**config.mk**
```make
export PLATFORM = sky130hd
export DESIGN_NAME = paged_dma_addr_gen
export DESIGN_NICKNAME = d
export VERILOG_FILES = /design/src/rtl/dma_addr_pkg.sv /design/src/rtl/dma_page_regs.sv /design/src/rtl/dma_bus_out.sv /design/src/rtl/paged_dma_addr_gen.sv
export SDC_FILE = /design/constraint.sdc
export NUM_CORES = 1
export LEC_CHECK = 0
export ABC_AREA = 0
export BUFFER_PORTS_ARGS = -buffer_cell sky130_fd_sc_hd__buf_2
export CAP_MARGIN = 40
export CORE_MARGIN = 2
export CORE_UTILIZATION = 30
export DETAILED_ROUTE_END_ITERATION = 8
export GPL_ROUTABILITY_DRIVEN = 1
export PLACE_DENSITY = 0.5
export SLEW_MARGIN = 20
export SYNTH_ARGS = -nofsm -noshare
export SYNTH_HDL_FRONTEND = slang
export SYNTH_SLANG_ARGS = --single-unit
```
**constraint.sdc**
```tcl
create_clock -name clk -period 3.92 [get_ports clk]
set_input_delay 0.392 -clock clk [delete_from_list [all_inputs] [get_ports clk]]
set_output_delay 0.392 -clock clk [all_outputs]
set_load 0.05 [all_outputs]
```
**src/rtl/dma_addr_pkg.sv**
```systemverilog
package dma_addr_pkg;
  localparam int LANES = 2;
  localparam logic [LANES-1:0] LANES_BOTH = 2'b11;
  localparam logic [LANES-1:0] LANE_EVEN  = 2'b01;
  localparam logic [LANES-1:0] LANE_ODD   = 2'b10;
endpackage

```
**src/rtl/dma_page_regs.sv**
```systemverilog
module dma_page_regs #(
  parameter int DATA_W = 8,
  localparam int ADDR_BYTES = 2,
  localparam int ADDR_W = ADDR_BYTES * DATA_W,
  localparam int PG_W = 2 * DATA_W
) (
  input  logic                  clk,
  input  logic                  rst,
  input  logic                  word_mode,
  input  logic [DATA_W-1:0]     wr_data,
  input  logic [ADDR_BYTES-1:0] wr_addr_byte,
  input  logic                  wr_page,
  input  logic                  wr_hipage,
  input  logic                  advance,
  output logic [ADDR_W-1:0]     addr_d,
  output logic [DATA_W-1:0]     page_d,
  output logic [DATA_W-1:0]     hipage_d,
  output logic [ADDR_W-1:0]     addr_q,
  output logic [DATA_W-1:0]     page_q,
  output logic [DATA_W-1:0]     hipage_q,
  output logic                  ext_q
);
  logic [ADDR_W-1:0] load_mask;
  logic              any_wr;
  logic              ext_d;
  logic              wrap;
  logic [PG_W-1:0]   pg_byte_inc;
  logic [PG_W-2:0]   pg_word_inc;

  for (genvar b = 0; b < ADDR_BYTES; b++) begin : g_mask
    assign load_mask[b*DATA_W +: DATA_W] = {DATA_W{wr_addr_byte[b]}};
  end

  assign any_wr      = (|wr_addr_byte) | wr_page | wr_hipage;
  assign wrap        = &addr_q;
  assign pg_byte_inc = {hipage_q, page_q} + 1'b1;
  assign pg_word_inc = {hipage_q, page_q[DATA_W-1:1]} + 1'b1;

  always_comb begin
    addr_d   = addr_q;
    page_d   = page_q;
    hipage_d = hipage_q;
    ext_d    = ext_q;
    if (any_wr) begin
      addr_d = (addr_q & ~load_mask) | ({ADDR_BYTES{wr_data}} & load_mask);
      if (wr_page)   page_d   = wr_data;
      if (wr_hipage) hipage_d = wr_data;
      ext_d = wr_hipage;
    end else if (advance) begin
      addr_d = addr_q + 1'b1;
      if (wrap && ext_q) begin
        if (word_mode) {hipage_d, page_d[DATA_W-1:1]} = pg_word_inc;
        else           {hipage_d, page_d} = pg_byte_inc;
      end
    end
  end

  always_ff @(posedge clk) begin
    if (rst) begin
      addr_q   <= '0;
      page_q   <= '0;
      hipage_q <= '0;
      ext_q    <= 1'b0;
    end else begin
      addr_q   <= addr_d;
      page_q   <= page_d;
      hipage_q <= hipage_d;
      ext_q    <= ext_d;
    end
  end
endmodule

```
**src/rtl/dma_bus_out.sv**
```systemverilog
module dma_bus_out
  import dma_addr_pkg::*;
#(
  parameter int DATA_W = 8,
  localparam int ADDR_W = 2 * DATA_W,
  localparam int OUT_W = 4 * DATA_W
) (
  input  logic              clk,
  input  logic              rst,
  input  logic              word_mode,
  input  logic [ADDR_W-1:0] addr_d,
  input  logic [DATA_W-1:0] page_d,
  input  logic [DATA_W-1:0] hipage_d,
  output logic [OUT_W-1:0]  bus_addr,
  output logic [LANES-1:0]  lane_en
);
  logic [OUT_W-1:0] addr_c;
  logic [LANES-1:0] lane_c;

  always_comb begin
    if (word_mode) begin
      addr_c = {hipage_d, page_d[DATA_W-1:1], addr_d, 1'b0};
      lane_c = LANES_BOTH;
    end else begin
      addr_c = {hipage_d, page_d, addr_d};
      lane_c = addr_d[0] ? LANE_ODD : LANE_EVEN;
    end
  end

  always_ff @(posedge clk) begin
    if (rst) begin
      bus_addr <= '0;
      lane_en  <= '0;
    end else begin
      bus_addr <= addr_c;
      lane_en  <= lane_c;
    end
  end
endmodule

```
**src/rtl/paged_dma_addr_gen.sv**
```systemverilog
module paged_dma_addr_gen #(
  parameter int DATA_W = 8,
  localparam int ADDR_W = 2 * DATA_W,
  localparam int OUT_W = 4 * DATA_W
) (
  input  logic              clk,
  input  logic              rst,
  input  logic              word_mode,
  input  logic [DATA_W-1:0] wr_data,
  input  logic              wr_addr_lo,
  input  logic              wr_addr_hi,
  input  logic              wr_page,
  input  logic              wr_hipage,
  input  logic              advance,
  output logic [OUT_W-1:0]  bus_addr,
  output logic [1:0]        lane_en
);
  logic [ADDR_W-1:0] addr_d, addr_q;
  logic [DATA_W-1:0] page_d, page_q, hipage_d, hipage_q;
  logic              ext_q;

  dma_page_regs #(.DATA_W(DATA_W)) u_regs (
    .clk(clk), .rst(rst), .word_mode(word_mode), .wr_data(wr_data),
    .wr_addr_byte({wr_addr_hi, wr_addr_lo}), .wr_page(wr_page),
    .wr_hipage(wr_hipage), .advance(advance),
    .addr_d(addr_d), .page_d(page_d), .hipage_d(hipage_d),
    .addr_q(addr_q), .page_q(page_q), .hipage_q(hipage_q), .ext_q(ext_q)
  );

  dma_bus_out #(.DATA_W(DATA_W)) u_out (
    .clk(clk), .rst(rst), .word_mode(word_mode),
    .addr_d(addr_d), .page_d(page_d), .hipage_d(hipage_d),
    .bus_addr(bus_addr), .lane_en(lane_en)
  );
endmodule

```
==> impl_metrics.tcl, run 1 <==
set metrics [dict create \
    status "finished, final reports clean" \
    setup_violations 0 \
    r2r-end "u_out.bus_addr[16]$_SDFF_PP0_" \
    drtAntennaViolNets 0 \
    port_buffers 49 \
    grt_overflow 0 \
    rows 34 \
    clk_path_buf_depth 2 \
    seqPwrFrac_pct 48.5 \
    min_path_type "in -> reg" \
    viasPerCell 5.76 \
    insertion_delay_ns 0.31 \
    swShare_pct 32.8 \
    diodes 0 \
    drive_gt1_share_pct 17.3 \
    post_cts_resized 0 \
    r2r_cells 5 \
    setup-tns-final_ns 0 \
    r2r_start "u_regs.addr_q[4]$_SDFF_PP0_" \
    p_sw_mw 0.404 \
    cts_tree "built" \
    cp_data_required_time_ns 4.11 \
    fin_skew_ns 0.0139 \
    slew_violations 0 \
    grt_start_max_net_pins 49 \
    p_leak_nw 1.19 \
    start_util_pct 31.3 \
    cellPowerDensity_nw_per_um2 393 \
    first_iter_violations 185 \
    grt_pass1_wl_um 13600 \
    cts_buffers 5 \
    routed_wl_um 8220 \
    ys_types 53 \
    die-area_um2 9960 \
    timing.hold.ws_ns 0.413 \
    fp.coreArea_um2 8810 \
    first_pass_iters 4 \
    rsz0062_at_grt "no" \
    synthFlopType "dfxtp_1" \
    hold_end "u_out.bus_addr[31]$_SDFFE_PP0P_" \
    cp-start-kind "register" \
    wl_per_cell_um 17.2 \
    period_minus_slack_ns 2.27 \
    fin_crit_sh_pct 57.9 \
    grt_usage_pct 16.9 \
    cts_hold_buf 0 \
    slew_headroom_pct 58.1 \
    peakVddDrop_v 0.000170 \
    grt_antenna_before_repair 0 \
    final-hold-violation-count 0 \
    path_clk_slew_ns 0.11 \
    ys_ff_latch 52 \
    hpwl_um 6100 \
    drcViolationCount 0 \
    whs_path_depth 3 \
    nets 388 \
    hold_start "wr_data[7]" \
    cp_max_fo 10 \
    tightestPinTransition_ns 0.624 \
    cp.arrival_ns 2.47 \
    critPathCaptureType "register" \
    synth.cell_area_um2 2750 \
    syn-num-nets 356 \
    avgSynthCellArea_um2 8.20 \
    cts_sinks 52 \
    maxCapViolCount 0 \
    postCtsSetupBuffers 0 \
    fmax_ghz 0.440 \
    cts-root-buf "clkbuf_8" \
    p_comb_share_pct 20.0 \
    netlist_instances 336 \
    area_growth_pct 13.8 \
    asyncSetResetFlopFracSynth_pct 0 \
    grt_pass1_vias 2581 \
    ys_seq_area_share_pct 37.8 \
    gp_congestion 0.880 \
    startpoint "u_regs.addr_q[4]$_SDFF_PP0_" \
    p_int_mw 0.828 \
    die_h_um 99.8 \
    synth_warnings 0 \
    worstSetupPathType "reg -> reg" \
    vias 2748 \
    r2r_slack_ns 1.65 \
    synth_edf_count 0 \
    pwr-share-clk_pct 31.5 \
    cts_htree_levels 2 \
    ioPinCount 50 \
    die_w_um 99.8 \
]
through the flow:
step	setup WS, ns	total power [mW]	instances	cell area, µm²	util (%)
floorplan	1.66	0.790	336	2750	-
global placement	1.38	0.853	468	2990	34.0
detailed placement	1.33	0.853	468	2990	34.0
CTS	1.66	1.25	476	3110	35.3
global route	1.47	1.30	477	3130	35.6
finish	1.65	1.23	477	3130	35.6
flip-flops by register name, indices dropped and copies added (netlist names):
| signal | cells |
|---|---|
| u_regs.page_q | 1 |
| u_regs.addr_q | 16 |
| u_out.lane_en | 2 |
| u_out.bus_addr | 32 |
| u_regs.ext_q | 1 |
worst max-delay path by stage:
stage / end / cells after the start
global route: u_out.bus_addr[16]$_SDFF_PP0_ / 5
finish: u_out.bus_addr[16]$_SDFF_PP0_ / 5
global placement: u_out.bus_addr[31]$_SDFFE_PP0P_ / 6
detailed placement: u_out.bus_addr[31]$_SDFFE_PP0P_ / 6
floorplan: u_out.bus_addr[22]$_SDFFE_PP0P_ / 6
CTS: u_out.bus_addr[31]$_SDFFE_PP0P_ / 6
power groups by stage:
stage,clock network (mW),logic (mW),registers [mW]
after floorplan,0,0.119,0.672
after global placement,0,0.243,0.610
after detailed placement,0,0.243,0.610
after CTS,0.407,0.244,0.598
after global routing,0.426,0.266,0.604
final,0.388,0.247,0.598
Yosys cell counts (5+ instances only):
| cell | n | area (µm²) |
|---|---|---|
| dfxtp_1 | 52 | 1040 |
| nor2_1 | 32 | 120 |
| nand2_1 | 27 | 101 |
| o22ai_1 | 16 | 100 |
| a21oi_1 | 15 | 75.1 |
| clkbuf_1 | 14 | 52.6 |
| nor3_1 | 14 | 70.1 |
| inv_1 | 13 | 48.8 |
| nand3_1 | 12 | 60.1 |
| nand4_1 | 12 | 75.1 |
| nor4_1 | 10 | 62.6 |
| nand2b_1 | 9 | 56.3 |
| o21ai_0 | 9 | 45.0 |
| buf_4 | 7 | 52.6 |
| o211ai_1 | 6 | 45.0 |
| a211oi_1 | 5 | 37.5 |
| a31oi_1 | 5 | 31.3 |
| and2_1 | 5 | 31.3 |
area by class of cell:
cell class	instances	area, µm²
multi-input cells	246	1520
inverters	13	48.8
well taps	108	135
flip-flops and latches	52	1040
clock inverters	3	46.3
fillers	934	5670
clock buffers	5	68.8
repair buffers	50	273
per-layer routing:
layer  global-route usage, %  vias up  part of all wire (%)  routed length, µm
li1                        -     1335                     -                  -
met1                    23.5     1325                    47               3890
met2                    26.1       78                    45               3730
met3                    3.90       10                   5.6                458
met4                    5.16        0                   1.6                131
met5                       0        -                     0                  0
worst max-delay path: stages (launching register included):
cell and delay [ns]:
dfxtp_1 0.48, and4_1 0.28, nand3_1 0.38, or4_1 0.63
a31oi_1 0.28, o22ai_1 0.10
kinds of logic (layout without fill, tap and decap cells):
group	after synthesis	after routing	synth area share (%)
AO/OA/AOI/OAI	93	93	23.6
XOR/XNOR	5	5	1.59
adder cells (fa/ha/maj)	4	4	1.82
buffers and inverters	38	71	6.95
flip-flops	52	52	37.8
multiplexers	3	3	1.09
AND/OR/NAND/NOR	141	141	27.2
placed cells by master (no fill, tap or decap), types with 2 or more instances in the layout:
cell / netlist / routed
clkbuf_8: 0 / 5
o31ai_1: 4 / 4
nand2_1: 27 / 27
o21ai_1: 3 / 3
mux2i_1: 3 / 3
a221oi_1: 3 / 3
nand3_1: 12 / 12
o21ai_0: 9 / 9
nor4_1: 10 / 10
a21oi_1: 15 / 15
o41a_1: 2 / 2
and4_1: 4 / 4
o221ai_1: 3 / 3
o31a_1: 3 / 3
a311oi_1: 2 / 2
xnor2_1: 3 / 3
a222oi_1: 2 / 2
o21a_1: 2 / 2
inv_1: 13 / 13
a32oi_1: 4 / 4
nor2_1: 32 / 32
nand4_1: 12 / 12
and3_1: 4 / 4
dfxtp_1: 52 / 52
or4_1: 3 / 3
a31oi_1: 5 / 5
nand2b_1: 9 / 9
a211oi_1: 5 / 5
o22ai_1: 16 / 16
o211ai_1: 6 / 6
and2_1: 5 / 5
o311ai_0: 3 / 3
buf_2: 0 / 49
xor2_1: 2 / 2
ha_1: 4 / 4
nor3_1: 14 / 14
Note: power is estimated with default switching activity, not from simulation.
==> run 2: changes to the inputs <==
PLACE_DENSITY = 0.52   (was 0.5)
clock period = 2 ns   (was 3.92 ns; I/O delays follow)
==> impl_metrics.tcl, run 2 (synthesized netlist as in run 1, its figures left out) <==
set metrics [dict create \
    critPathBufInv 0 \
    placedCellCount 514 \
    cp_data_required_time_ns 2.23 \
    rows 34 \
    nets 434 \
    p_leak_nw 1.39 \
    cts_htree_levels 2 \
    cp_top_family "simple AND/OR/NAND/NOR gates" \
    layout_common_cells "dfxtp_1, buf_2, buf_4" \
    wl_per_cell_um 16.6 \
    worstSetupPathType "reg -> reg" \
    cp.arrival_ns 2.13 \
    critPathCaptureType "register" \
    busiest_layer "met2" \
    period_minus_slack_ns 1.90 \
    drcViolationCount 0 \
    path_clk_slew_ns 0.11 \
    postCtsSetupBuffers 0 \
    placed_cell_area_um2 3340 \
    rsz0062_at_grt "no" \
    cp-start-kind "register" \
    slowest_delay_ns 0.59 \
    insertion_delay_ns 0.31 \
    status "finished, final reports clean" \
    grt_start_max_net_pins 18 \
    pre_cts_slack_ns -0.147 \
    setup_ws_ns 0.102 \
    fmax_ghz 0.527 \
    design_area_um2 3460 \
    grt_antenna_before_repair 0 \
    slew_headroom_pct 62.2 \
    vias 2944 \
    grt_pass1_wl_um 14000 \
    die_w_um 99.8 \
    fp.coreArea_um2 8810 \
    crit_path_top_delay_cell "or4_4" \
    die_h_um 99.8 \
    first_iter_violations 169 \
    first_pass_iters 5 \
    fin_skew_ns 0.0145 \
    mostFrequentLayoutCell "dfxtp_1" \
    start_util_pct 31.3 \
    regMostFlops "u_out.bus_addr" \
    gr-usage-met1_pct 24.5 \
    port_buffers 49 \
    slew_violations 0 \
    die-area_um2 9960 \
    use_met3_pct 3.06 \
    reg_top3 "u_out.bus_addr: 32 flops, u_regs.addr_q: 16 flops, u_out.lane_en: 2 flops" \
    ioPinCount 50 \
    path_cells "ha_2 > nand3_1 > or4_4 > nor2_4 > a21oi_1 > a311oi_1" \
    cts_hold_buf 0 \
    maxCapViolCount 0 \
    routed_wl_um 8680 \
    grt_overflow 0 \
    largest_register_ffs 32 \
    setup_violations 0 \
    min_path_type "in -> reg" \
    fin_cells 523 \
    grt_pass1_vias 2700 \
    diodes 0 \
    cts_sinks 52 \
    peakVddDrop_v 0.000315 \
    cts-root-buf "clkbuf_8" \
    clk_path_buf_depth 2 \
    drive_gt1_share_pct 27.7 \
    drtAntennaViolNets 0 \
    cts_tree "built" \
    cellPowerDensity_nw_per_um2 675 \
    grt_usage_pct 17.7 \
    hpwl_um 6620 \
    fin_crit_sh_pct 94.9 \
    cts_buffers 5 \
    tightestPinTransition_ns 0.562 \
    area_growth_pct 25.6 \
    final-hold-violation-count 0 \
    gp_congestion 0.873 \
    grt.met2_usage_pct 28.5 \
    viasPerCell 5.63 \
    cp_max_fo 8 \
]
run 2: changes by cell type in the layout (fill, tap and decap cells not counted), sizes merged:
cell | previous run | this run
buf | 50 | 95
bufinv | 1 | 0
clkbuf | 5 | 6
nor2 | 33 | 34
run 2: repair_timing:
| item | CTS | global route |
|---|---|---|
| endpoints found under the hold margin | 0 | 0 |
| pin swaps | 1 | 2 |
| resized for setup | 0 | 7 |
| gates cloned | 1 | 0 |
| endpoints found under the setup margin | 1 | 14 |
run 2: where the power goes:
| group | total, mW | switching, mW | internal (mW) |
|---|---|---|---|
| combinational | 0.545 | 0.373 | 0.172 |
| clock | 0.630 | 0.379 | 0.251 |
| sequential | 1.16 | 0.0513 | 1.11 |
| total | 2.33 | 0.804 | 1.53 |
run 2: routing by layer:
| layer | share of wire (%) | routed length (µm) | vias to the layer above |
|---|---|---|---|
| li1 | - | - | 1434 |
| met1 | 48 | 4180 | 1400 |
| met2 | 45 | 3900 | 97 |
| met3 | 5.0 | 434 | 13 |
| met4 | 1.8 | 159 | 0 |
| met5 | 0 | 0 | - |
run 2: final timing paths:
kind,slack [ns],end,depth (start not counted),startpoint
worst max-delay path,0.10,u_out.bus_addr[31]$_SDFFE_PP0P_,6,u_regs.addr_q[1]$_SDFF_PP0_
worst max register to register,0.10,u_out.bus_addr[31]$_SDFFE_PP0P_,6,u_regs.addr_q[1]$_SDFF_PP0_
worst min register to register,0.51,u_out.bus_addr[31]$_SDFFE_PP0P_,1,u_out.bus_addr[31]$_SDFFE_PP0P_
worst min-delay path,0.21,u_out.bus_addr[26]$_SDFFE_PP0P_,3,wr_data[2]
run 2: area by class of cell:
type,instances,area (µm²)
timing repair buffer,95,591
inverter,13,48.8
clock inverter,2,13.8
fill,900,5350
clock buffer,6,72.6
sequential,52,1040
tap,108,135
multi-input combinational,247,1560
run 2: stage by stage:
step                hold slack, ns  setup TNS (ns)  total power [mW]  utilization, %
global route                 0.200               0              2.44            39.3
floorplan                    0.350               0              1.55               -
CTS                          0.197               0              2.34            38.9
finish                       0.212               0              2.33            39.3
global placement             0.476          -0.590              1.72            37.9
detailed placement           0.491          -0.875              1.72            37.9
run 2: worst register-to-register path, cell delays in order (launching register included):
cell and delay (ns):
dfxtp_1 0.36, ha_2 0.21, nand3_1 0.10, or4_4 0.59, nor2_4 0.21, a21oi_1 0.10, a311oi_1 0.26
